**src/rtl/gvf_pkg.sv**
```systemverilog
// Shared types for the majority-vote input filter.
// Assumes nothing beyond IEEE 1800-2017 synthesizable types.
package gvf_pkg;
    // Outcome of one vote evaluation over the sample window.
    typedef enum logic [1:0] {
        VOTE_HOLD = 2'd0,
        VOTE_HIGH = 2'd1,
        VOTE_LOW  = 2'd2
    } vote_e;
endpackage

```
**src/rtl/gvf_sync.sv**
```systemverilog
// Multi-flop synchroniser for one asynchronous level.
// Assumes STAGES >= 2. Its output lags the input by STAGES clocks.
module gvf_sync #(
    parameter int STAGES = 2
) (
    input  logic clk,
    input  logic rst_n,
    input  logic d_i,
    output logic q_o
);
    logic [STAGES-1:0] chain_q;

    // Shift the raw level through the flop chain.
    always_ff @(posedge clk) begin
        if (!rst_n) chain_q <= '0;
        else        chain_q <= {chain_q[STAGES-2:0], d_i};
    end

    assign q_o = chain_q[STAGES-1];
endmodule

```
**src/rtl/gvf_strobe.sv**
```systemverilog
// Sample-rate prescaler: it raises strobe_o for one clock out of every limit_i+1.
// Assumes limit_i may change at any time. A count above the new limit
// strobes at once and restarts from zero.
module gvf_strobe #(
    parameter int PRE_W = 16
) (
    input  logic             clk,
    input  logic             rst_n,
    input  logic [PRE_W-1:0] limit_i,
    output logic             strobe_o
);
    logic [PRE_W-1:0] cnt_q;

    assign strobe_o = (cnt_q >= limit_i);

    // Count clocks, and restart the count on every strobe.
    always_ff @(posedge clk) begin
        if (!rst_n)        cnt_q <= '0;
        else if (strobe_o) cnt_q <= '0;
        else               cnt_q <= cnt_q + 1'b1;
    end
endmodule

```
**src/rtl/gvf_window.sv**
```systemverilog
// Sample window: a shift register of DEPTH samples, newest in bit 0.
// It reports the number of ones among the newest sel_i+1 samples and that length.
// Assumes DEPTH <= 2**SEL_W and CNT_W bits can hold DEPTH.
module gvf_window #(
    parameter int DEPTH = 32,
    parameter int SEL_W = 5,
    parameter int CNT_W = 6
) (
    input  logic             clk,
    input  logic             rst_n,
    input  logic             load_i,
    input  logic             shift_i,
    input  logic             bit_i,
    input  logic [SEL_W-1:0] sel_i,
    output logic [CNT_W-1:0] ones_o,
    output logic [CNT_W-1:0] len_o
);
    logic [DEPTH-1:0] smp_q;
    logic [DEPTH-1:0] mask;
    logic [DEPTH-1:0] kept;

    // Preload all samples, or shift in the newest one on a strobe.
    always_ff @(posedge clk) begin
        if (!rst_n)       smp_q <= '0;
        else if (load_i)  smp_q <= {DEPTH{bit_i}};
        else if (shift_i) smp_q <= {smp_q[DEPTH-2:0], bit_i};
    end

    // Per-position enable: keep only positions inside the selected length.
    for (genvar g = 0; g < DEPTH; g++) begin : g_mask
        assign mask[g] = (SEL_W'(g) <= sel_i);
    end

    assign kept  = smp_q & mask;
    assign len_o = CNT_W'(sel_i) + CNT_W'(1);

    // Population count of the kept samples.
    always_comb begin
        ones_o = '0;
        for (int i = 0; i < DEPTH; i++) begin
            ones_o = ones_o + CNT_W'(kept[i]);
        end
    end
endmodule

```
**src/rtl/gvf_decide.sv**
```systemverilog
// Vote and output register: it applies the threshold rule to the window count
// and holds the filtered level and its status copy.
// Assumes ones_i <= len_i. A threshold of half the length or less is invalid and holds.
module gvf_decide #(
    parameter int CNT_W = 6
) (
    input  logic             clk,
    input  logic             rst_n,
    input  logic             init_i,
    input  logic             lvl_i,
    input  logic [CNT_W-1:0] ones_i,
    input  logic [CNT_W-1:0] len_i,
    input  logic [CNT_W-1:0] thresh_i,
    output logic             filt_o,
    output logic             status_o
);
    import gvf_pkg::*;

    logic [CNT_W-1:0] zeros;
    logic [CNT_W:0]   thr_x2;
    logic             cfg_ok;
    vote_e            vote;

    assign zeros  = len_i - ones_i;
    assign thr_x2 = {thresh_i, 1'b0};
    assign cfg_ok = (thr_x2 > {1'b0, len_i});

    // Choose a new level, or hold, from the window counts.
    always_comb begin
        vote = VOTE_HOLD;
        if (cfg_ok) begin
            if (ones_i >= thresh_i)     vote = VOTE_HIGH;
            else if (zeros >= thresh_i) vote = VOTE_LOW;
        end
    end

    // Register the filtered level, and copy the previous level into status.
    always_ff @(posedge clk) begin
        if (!rst_n) begin
            filt_o   <= 1'b0;
            status_o <= 1'b0;
        end else begin
            status_o <= filt_o;
            if (init_i) begin
                filt_o <= lvl_i;
            end else begin
                case (vote)
                    VOTE_HIGH: filt_o <= 1'b1;
                    VOTE_LOW:  filt_o <= 1'b0;
                    default:   filt_o <= filt_o;
                endcase
            end
        end
    end
endmodule

```
**src/rtl/glitch_vote_filter.sv**
```systemverilog
// Top of the majority-vote input filter: synchroniser, prescaler, sample window
// and vote register. Assumes WIN_MAX >= 2 and that all configuration inputs
// are synchronous to clk.
module glitch_vote_filter #(
    parameter int WIN_MAX = 32,
    parameter int PRE_W   = 16,
    parameter int SYNC_N  = 2,
    localparam int SEL_W  = $clog2(WIN_MAX),
    localparam int CNT_W  = $clog2(WIN_MAX + 1)
) (
    input  logic             clk,
    input  logic             rst_n,
    input  logic             din_i,
    input  logic             init_i,
    input  logic [PRE_W-1:0] prescale_i,
    input  logic [SEL_W-1:0] win_sel_i,
    input  logic [CNT_W-1:0] thresh_i,
    output logic             filt_o,
    output logic             status_o
);
    logic             sync_lvl;
    logic             smp_stb;
    logic [CNT_W-1:0] ones_cnt;
    logic [CNT_W-1:0] win_len;

    gvf_sync #(.STAGES(SYNC_N)) u_sync (
        .clk   (clk),
        .rst_n (rst_n),
        .d_i   (din_i),
        .q_o   (sync_lvl)
    );

    gvf_strobe #(.PRE_W(PRE_W)) u_strobe (
        .clk      (clk),
        .rst_n    (rst_n),
        .limit_i  (prescale_i),
        .strobe_o (smp_stb)
    );

    gvf_window #(.DEPTH(WIN_MAX), .SEL_W(SEL_W), .CNT_W(CNT_W)) u_window (
        .clk     (clk),
        .rst_n   (rst_n),
        .load_i  (init_i),
        .shift_i (smp_stb),
        .bit_i   (sync_lvl),
        .sel_i   (win_sel_i),
        .ones_o  (ones_cnt),
        .len_o   (win_len)
    );

    gvf_decide #(.CNT_W(CNT_W)) u_decide (
        .clk      (clk),
        .rst_n    (rst_n),
        .init_i   (init_i),
        .lvl_i    (sync_lvl),
        .ones_i   (ones_cnt),
        .len_i    (win_len),
        .thresh_i (thresh_i),
        .filt_o   (filt_o),
        .status_o (status_o)
    );
endmodule

```
**config.mk**
```make
export PLATFORM = sky130hd
export DESIGN_NAME = glitch_vote_filter
export DESIGN_NICKNAME = d
export VERILOG_FILES = /design/src/rtl/gvf_pkg.sv /design/src/rtl/gvf_sync.sv /design/src/rtl/gvf_strobe.sv /design/src/rtl/gvf_window.sv /design/src/rtl/gvf_decide.sv /design/src/rtl/glitch_vote_filter.sv
export SDC_FILE = /design/constraint.sdc
export NUM_CORES = 1
export LEC_CHECK = 0
export BUFFER_PORTS_ARGS = -buffer_cell sky130_fd_sc_hd__buf_2
export CAP_MARGIN = 20
export CORE_MARGIN = 4
export CORE_UTILIZATION = 51
export CTS_BUF_LIST = sky130_fd_sc_hd__clkbuf_2 sky130_fd_sc_hd__clkbuf_4 sky130_fd_sc_hd__clkbuf_8
export DETAILED_ROUTE_END_ITERATION = 12
export PLACE_DENSITY = 0.72
export REMOVE_ABC_BUFFERS = 1
export SLEW_MARGIN = 10
export SYNTH_ARGS = -nofsm -noshare
export SYNTH_HDL_FRONTEND = slang
export SYNTH_HIERARCHICAL = 1
export SYNTH_SLANG_ARGS = --single-unit
```
**constraint.sdc**
```tcl
create_clock -name clk -period 9.3 [get_ports clk]
set_clock_uncertainty 0.1 [all_clocks]
set_input_delay 2.79 -clock clk [delete_from_list [all_inputs] [get_ports clk]]
set_output_delay 2.79 -clock clk [all_outputs]
set_load 0.005 [all_outputs]
```
==> results of run 1 <==
==> registers in the layout, summed over array words and instances, names as in the netlist <==
register	count
u_strobe/cnt_q	16
u_decide/filt_o	1
u_window/smp_q	32
u_decide/status_o	1
u_sync/chain_q	2
==> metal layers <==
| metal | up-vias | GRT usage |
|---|---|---|
| met3 | 16 | 0.02805 |
| met1 | 1640 | 0.2732 |
| met4 | 0 | 0.05777 |
| met5 | - | 0 |
| li1 | 1735 | - |
| met2 | 76 | 0.3471 |
==> power by group through the flow <==
stage / clock, mW / sequential [mW] / combinational (mW)
after floorplan: 0 / 0.244 / 0.296
after global placement: 0 / 0.248 / 0.428
after detailed placement: 0 / 0.248 / 0.443
after CTS: 0.135 / 0.243 / 0.455
after global routing: 0.144 / 0.245 / 0.533
final: 0.132 / 0.243 / 0.461
==> path summary, 6_finish.rpt <==
| check | start | end | slack, ns |
|---|---|---|---|
| setup / recovery | win_sel_i[1] | u_decide/filt_o | 0.07 |
| hold / removal | u_sync/chain_q[0] | u_sync/chain_q[1] | 0.35 |
| setup reg to reg | u_window/smp_q[13] | u_decide/filt_o | 2.77 |
| hold reg to reg | u_sync/chain_q[0] | u_sync/chain_q[1] | 0.35 |
==> through the flow <==
step | util | power (mW) | setup slack, ns
5_1_grt | 0.6062 | 0.9217 | -0.1720
3_5_place_dp | 0.5773 | 0.6910 | -0.9195
4_1_cts | 0.6013 | 0.8324 | -0.004949
2_1_floorplan | - | 0.5406 | -0.6332
3_3_place_gp | 0.5773 | 0.6760 | -0.7638
6_report | 0.6062 | 0.8365 | 0.06955
==> worst reg2reg max path, cell delays in order, from the launching register on <==
cell and delay, ns:
dfxtp_1 0.37, o21ai_0 0.19, fa_1 0.54, inv_1 0.05
fa_1 0.50, inv_1 0.06, fa_1 0.50, fa_1 0.50
fa_1 0.49, inv_1 0.05, fa_1 0.44, ha_2 0.20
fa_2 0.34, a21o_1 0.17, a21oi_2 0.18, xnor2_2 0.15
inv_2 0.07, ha_4 0.21, buf_4 0.14, and4_4 0.13
or3_1 0.36, ha_2 0.17, nand2b_4 0.13, o21ai_2 0.10
nand2_1 0.06, a31o_2 0.21, o21ai_1 0.06
==> cells in the mapped netlist (all sizes together) (10+ instances only) <==
cell,n
inv,70
dfxtp,52
ha,50
a21oi,42
mux2i,32
nor2,27
fa,25
nand2,20
o21ai,20
nand3,14
xor2,13
buf,11
a21o,10
xnor2,10
==> cell families (layout without fill, tap and decap cells) <==
group                    count (synthesis)  count (layout)  synth area share
buffers and inverters                   90             149           0.08721
AO/OA/AOI/OAI                          100             100            0.1488
XOR/XNOR                                23              23           0.04744
AND/OR/NAND/NOR                        104             104            0.1308
multiplexers                            32              32           0.07543
adder cells (fa/ha/maj)                 75              75            0.2652
flip-flops                              52              52            0.2451
==> final cells by class <==
type,count,area [um^2],area share
well taps,105,131.4,0.02651
clock buffers,5,68.82,0.01389
inverters,70,265.3,0.05352
clock inverters,3,27.53,0.005554
multi-input cells,334,2949,0.5951
repair buffers,71,473.0,0.09543
flip-flops and latches,52,1041,0.2100
==> what timing repair did <==
| action | CTS | global route |
|---|---|---|
| endpoints found under the hold margin | 0 | 0 |
| pin swaps | 15 | 6 |
| resized for setup | 22 | 9 |
| endpoints found under the setup margin | 1 | 1 |
| setup buffers | 1 | 0 |
==> impl_metrics.csv, run 1 <==
group,metric,value,unit
yosys,syn_inst,476,
critical_path,cp-start-kind,"primary input",
yosys,yosysWarnings,6,
global_route,track_usage,0.2047,
yosys,syn_avg_cell_area,8.921,um^2
routing,drt-total-wl,9366,um
place,dp.cells,631,
routing,drt_iter0_drc,203,
sta,max_clock_freq,0.1083,GHz
pwr,vdd_drop_max,294.5,uV
yosys,yosysTopAreaCellShare,0.2451,
floorplanning,core_area,8175,um^2
cts,cts_buffer_depth,2,
cts,clock_sinks,52,
yosys,yosys.area.top_type,"dfxtp_1",
global_route,grt-ovfl-total,0,
critical_path,worstSetupPathType,"in -> reg",
hold_path,worstHoldPathCells,1,
sta,rsz0062_at_grt,"true",
sta,post-route-min-period,9.230,ns
critical_path,path_common_cell,"fa_1",
cells_and_area,nNetsFinal,640,
cts,cts_max_level,2,
yosys,synth_edf_count,0,
pwr,internal_power,521.8,uW
yosys,ys_seq_area_frac,0.2451,
sta,period_share,0.9925,
floorplanning,die_y,99.25,um
pwr,p_sw_frac,0.3762,
hold_path,min_path_type,"reg -> reg",
place,portBuffers,32,
cells_and_area,syn_to_final_growth,16.71,%
cts,clk_latency,0.30,ns
critical_path,cp_max_fo,3,
place,place_area,4720,um^2
routing,detail-route-antenna-nets,0,
global_route,grt_pass1_vias,3497,
pwr,p_sw,314.7,uW
cts,hold_buffers,0,
cells_and_area,postLayoutCellArea,4956,um^2
pwr,p_leak,2.292,nW
critical_path,cp_num_cells,29,
global_route,antenna_found_initial,0,
routing,wl_met2,4645,um
cells_and_area,final_common_cell,"inv_1",
sta,tns,0,ns
critical_path,crit_arrival,9.38,ns
sta,setup_violations,0,
pwr,combinationalPowerShare,0.552,
cts,cts_made_buffers,5,
yosys,synth_cell_types,54,
global_route,grt_max_degree,34,
sta,holdWs,0.3469,ns
job,drv_cap,0,
pwr,p_seq_frac,0.291,
floorplanning,die-width,99.25,um
pwr,powerDensity,168.8,nW/um^2
cells_and_area,drive_above_1_share,0.2150,
floorplanning,initial_core_util,0.5194,
outcome,outcome,"completed",
floorplanning,rows,33,
routing,wl_met3,393,um
cells_and_area,mostFrequentLayoutCells,"inv_1, dfxtp_1, ha_1",
critical_path,critical-path-top-delay-family,"adder cells",
floorplanning,die_area,9851,um^2
critical_path,worst-path-buf-inv,6,
sta,slew_headroom,0.3130,
place,dp_hpwl,7773,um
yosys,synth-main-ff-cell,"dfxtp_1",
critical_path,r2r_cells,26,
global_route,grt_pass1_wl,16420,um
yosys,synthTopCellsByArea,"dfxtp_1, ha_1, fa_1",
critical_path,cp_slowest_cell,"fa_2",
yosys,syn_area,4247,um^2
sta,worst_pin_slew,1.029,ns
sta,hold_viol,0,
routing,wl_met1,4125,um
routing,vias,3467,
routing,wl_per_cell,14.63,um
pwr,clockPowerShare,0.157,
floorplanning,ios,33,
cts,cts_tree,"done",
critical_path,end_kind,"flip-flop",
yosys,ys_async_sr_fraction,0,
routing,via_per_inst,5.417,
place,place.gp.congestion,0.9505,
cts,clkSlewWorstSetupHoldPaths,0.10,ns
cells_and_area,final.fill_count,717,
critical_path,max_stage_delay,0.56,ns
routing,detail_route.drc_violations,0,
routing,top_layer_used,"met4",
critical_path,worstPathRequired,9.45,ns
routing,first_pass_iters,4,
cells_and_area,final_cells,640,
cts,root_buffer,"clkbuf_8",
cells_and_area,antennaDiodeCount,0,
sta,drv_slew,0,
yosys,ys_ff_latch,52,
Power figures use the tool's default switching activity.
==> run 2: changes to the inputs <==
--- a/config.mk
+++ b/config.mk
@@ -11,7 +11,7 @@
 export CORE_UTILIZATION = 51
 export CTS_BUF_LIST = sky130_fd_sc_hd__clkbuf_2 sky130_fd_sc_hd__clkbuf_4 sky130_fd_sc_hd__clkbuf_8
 export DETAILED_ROUTE_END_ITERATION = 12
-export PLACE_DENSITY = 0.72
+export PLACE_DENSITY_LB_ADDON = 0.1
 export REMOVE_ABC_BUFFERS = 1
 export SLEW_MARGIN = 10
 export SYNTH_ARGS = -nofsm -noshare
==> run 2 against run 1 <==
Against the previous run: the flow now finishes with violations (setup timing); sequential share of layout area grew 0.32 points; core utilization shrank 0.92 points; first-iteration DRC count shrank 7.4%; critical path type unchanged; clock power shrank 5%; count of clock-buffer cells in the layout is the same; via count shrank 0.98%; final area shrank 1.5%; sequential power is essentially flat.
==> impl_metrics.csv, run 2 (synthesis gave the netlist of run 1 again) <==
group,metric,value,unit
cts,cts_made_buffers,5,
routing,wl_per_cell,14.41,um
cts,cts_buffer_depth,2,
pwr,internal_power,523.3,uW
cells_and_area,mostFrequentLayoutCells,"inv_1, dfxtp_1, ha_1",
sta,rsz0062_at_grt,"true",
pwr,combinationalPowerShare,0.557,
routing,via_per_inst,5.381,
sta,max_clock_freq,0.1072,GHz
routing,vias,3433,
floorplanning,die_area,9851,um^2
sta,hold_viol,0,
global_route,grt_pass1_wl,16000,um
critical_path,worstPathRequired,9.43,ns
cts,clk_latency,0.31,ns
cells_and_area,final_common_cell,"inv_1",
sta,setup_ws,-0.03077,ns
cts,clkSlewWorstSetupHoldPaths,0.08,ns
hold_path,worstHoldPathCells,1,
critical_path,r2r_cells,24,
pwr,clockPowerShare,0.150,
routing,drt_iter0_drc,188,
sta,worst_pin_slew,1.032,ns
sta,slew_headroom,0.3112,
pwr,p_sw,307.8,uW
global_route,grt_max_degree,34,
critical_path,cp-start-kind,"primary input",
routing,drt-total-wl,9193,um
floorplanning,die_y,99.25,um
critical_path,crit_arrival,9.46,ns
pwr,p_sw_frac,0.3703,
floorplanning,ios,33,
sta,period_share,1.003,
sta,post-route-min-period,9.331,ns
critical_path,end_kind,"flip-flop",
cells_and_area,regMostFlops,"u_window/smp_q",
place,place_area,4712,um^2
cts,root_buffer,"clkbuf_8",
place,place.gp.congestion,0.9252,
pwr,p_seq_frac,0.292,
cells_and_area,drive_above_1_share,0.1989,
global_route,grt_pass1_vias,3308,
critical_path,worstSetupPathType,"in -> reg",
global_route,grt-ovfl-total,0,
cells_and_area,top_regs,"u_window/smp_q: 32 flops, u_strobe/cnt_q: 16 flops, u_sync/chain_q: 2 flops",
sta,drv_slew,0,
global_route,antenna_found_initial,0,
cells_and_area,postLayoutCellArea,4881,um^2
pwr,total_power,831.0,uW
cts,hold_buffers,0,
cts,clock_sinks,52,
place,dp_hpwl,7516,um
floorplanning,core_area,8175,um^2
sta,setup_violations,1,
outcome,violations,"setup timing",
routing,detail-route-antenna-nets,0,
cts,cts_tree,"done",
cells_and_area,nNetsFinal,639,
floorplanning,die-width,99.25,um
cells_and_area,largest_reg_flops,32,
floorplanning,initial_core_util,0.5194,
cts,cts_max_level,2,
hold_path,min_path_type,"reg -> reg",
job,drv_cap,0,
critical_path,cp_max_fo,11,
outcome,outcome,"finished, violations left",
pwr,p_leak,2.265,nW
cells_and_area,antennaDiodeCount,0,
pwr,powerDensity,170.3,nW/um^2
floorplanning,rows,33,
routing,first_pass_iters,4,
routing,detail_route.drc_violations,0,
pwr,vdd_drop_max,231.2,uV
cells_and_area,syn_to_final_growth,14.94,%
place,portBuffers,32,
global_route,track_usage,0.2000,
run 2: through the flow:
step           worst slack, ns  utilization  std cells  TNS [ns]  hold WS (ns)
6_report              -0.03077       0.5970        638  -0.03077        0.3420
3_3_place_gp           -0.7578       0.5764        630   -0.7578        0.3151
4_1_cts               -0.02994       0.5967        638  -0.02994        0.3462
5_1_grt                -0.3251       0.5970        638   -0.3251        0.3587
2_1_floorplan          -0.6332            -        456   -0.6332        0.3118
3_5_place_dp           -0.8006       0.5764        630   -0.8006        0.3254
run 2: final timing paths:
kind,start,endpoint,slack (ns)
worst min register to register,u_sync/chain_q[0],u_sync/chain_q[1],0.34
worst max-delay path,win_sel_i[0],u_decide/filt_o,-0.03
worst max register to register,u_window/smp_q[27],u_decide/filt_o,2.72
worst min-delay path,u_sync/chain_q[0],u_sync/chain_q[1],0.34
run 2: timing repair:
| item | CTS | global route |
|---|---|---|
| pin swaps | 12 | 1 |
| gates resized for setup | 16 | 2 |
| setup endpoints to repair | 1 | 1 |
| cloned | 0 | 0 |
| buffers inserted | 1 | 0 |
run 2: cell type report:
cell class / instances / area (um^2)
Fill cell: 764 / 3294
Multi-Input combinational cell: 334 / 2912
Sequential cell: 52 / 1041
Timing Repair Buffer: 70 / 452.9
Inverter: 70 / 262.8
Tap cell: 105 / 131.4
Clock buffer: 5 / 68.82
Clock inverter: 2 / 12.51
run 2: per-layer routing:
| layer | wire [um] | track usage |
|---|---|---|
| met5 | 0 | 0 |
| met4 | 175 | 0.05462 |
| met3 | 295 | 0.02805 |
| met2 | 4182 | 0.3104 |
| met1 | 4539 | 0.2919 |
run 2: worst max-delay path, cell delays in order:
cell and delay, ns:
buf_2 0.11, buf_6 0.14, ha_2 0.19, and2_1 0.16, o211ai_1 0.21, fa_1 0.48, fa_1 0.60, fa_1 0.47
fa_1 0.52, fa_1 0.54, inv_1 0.05, fa_1 0.47, ha_2 0.20, fa_2 0.33, a21o_1 0.19, a21oi_2 0.14
xnor2_1 0.15, inv_1 0.11, ha_4 0.22, buf_4 0.14, and4_4 0.13, or3_1 0.38, ha_2 0.17, nand2b_1 0.13
o21ai_1 0.11, nand2_1 0.06, a31o_2 0.21, o21ai_1 0.06
run 2: power by group through the flow:
stage          clock network (mW)  registers [mW]  logic (mW)
2_1_floorplan                   0           0.244       0.296
3_3_place_gp                    0           0.248       0.445
3_5_place_dp                    0           0.248       0.458
4_1_cts                     0.129           0.243       0.469
5_1_grt                     0.140           0.245       0.531
6_report                    0.125           0.243       0.463
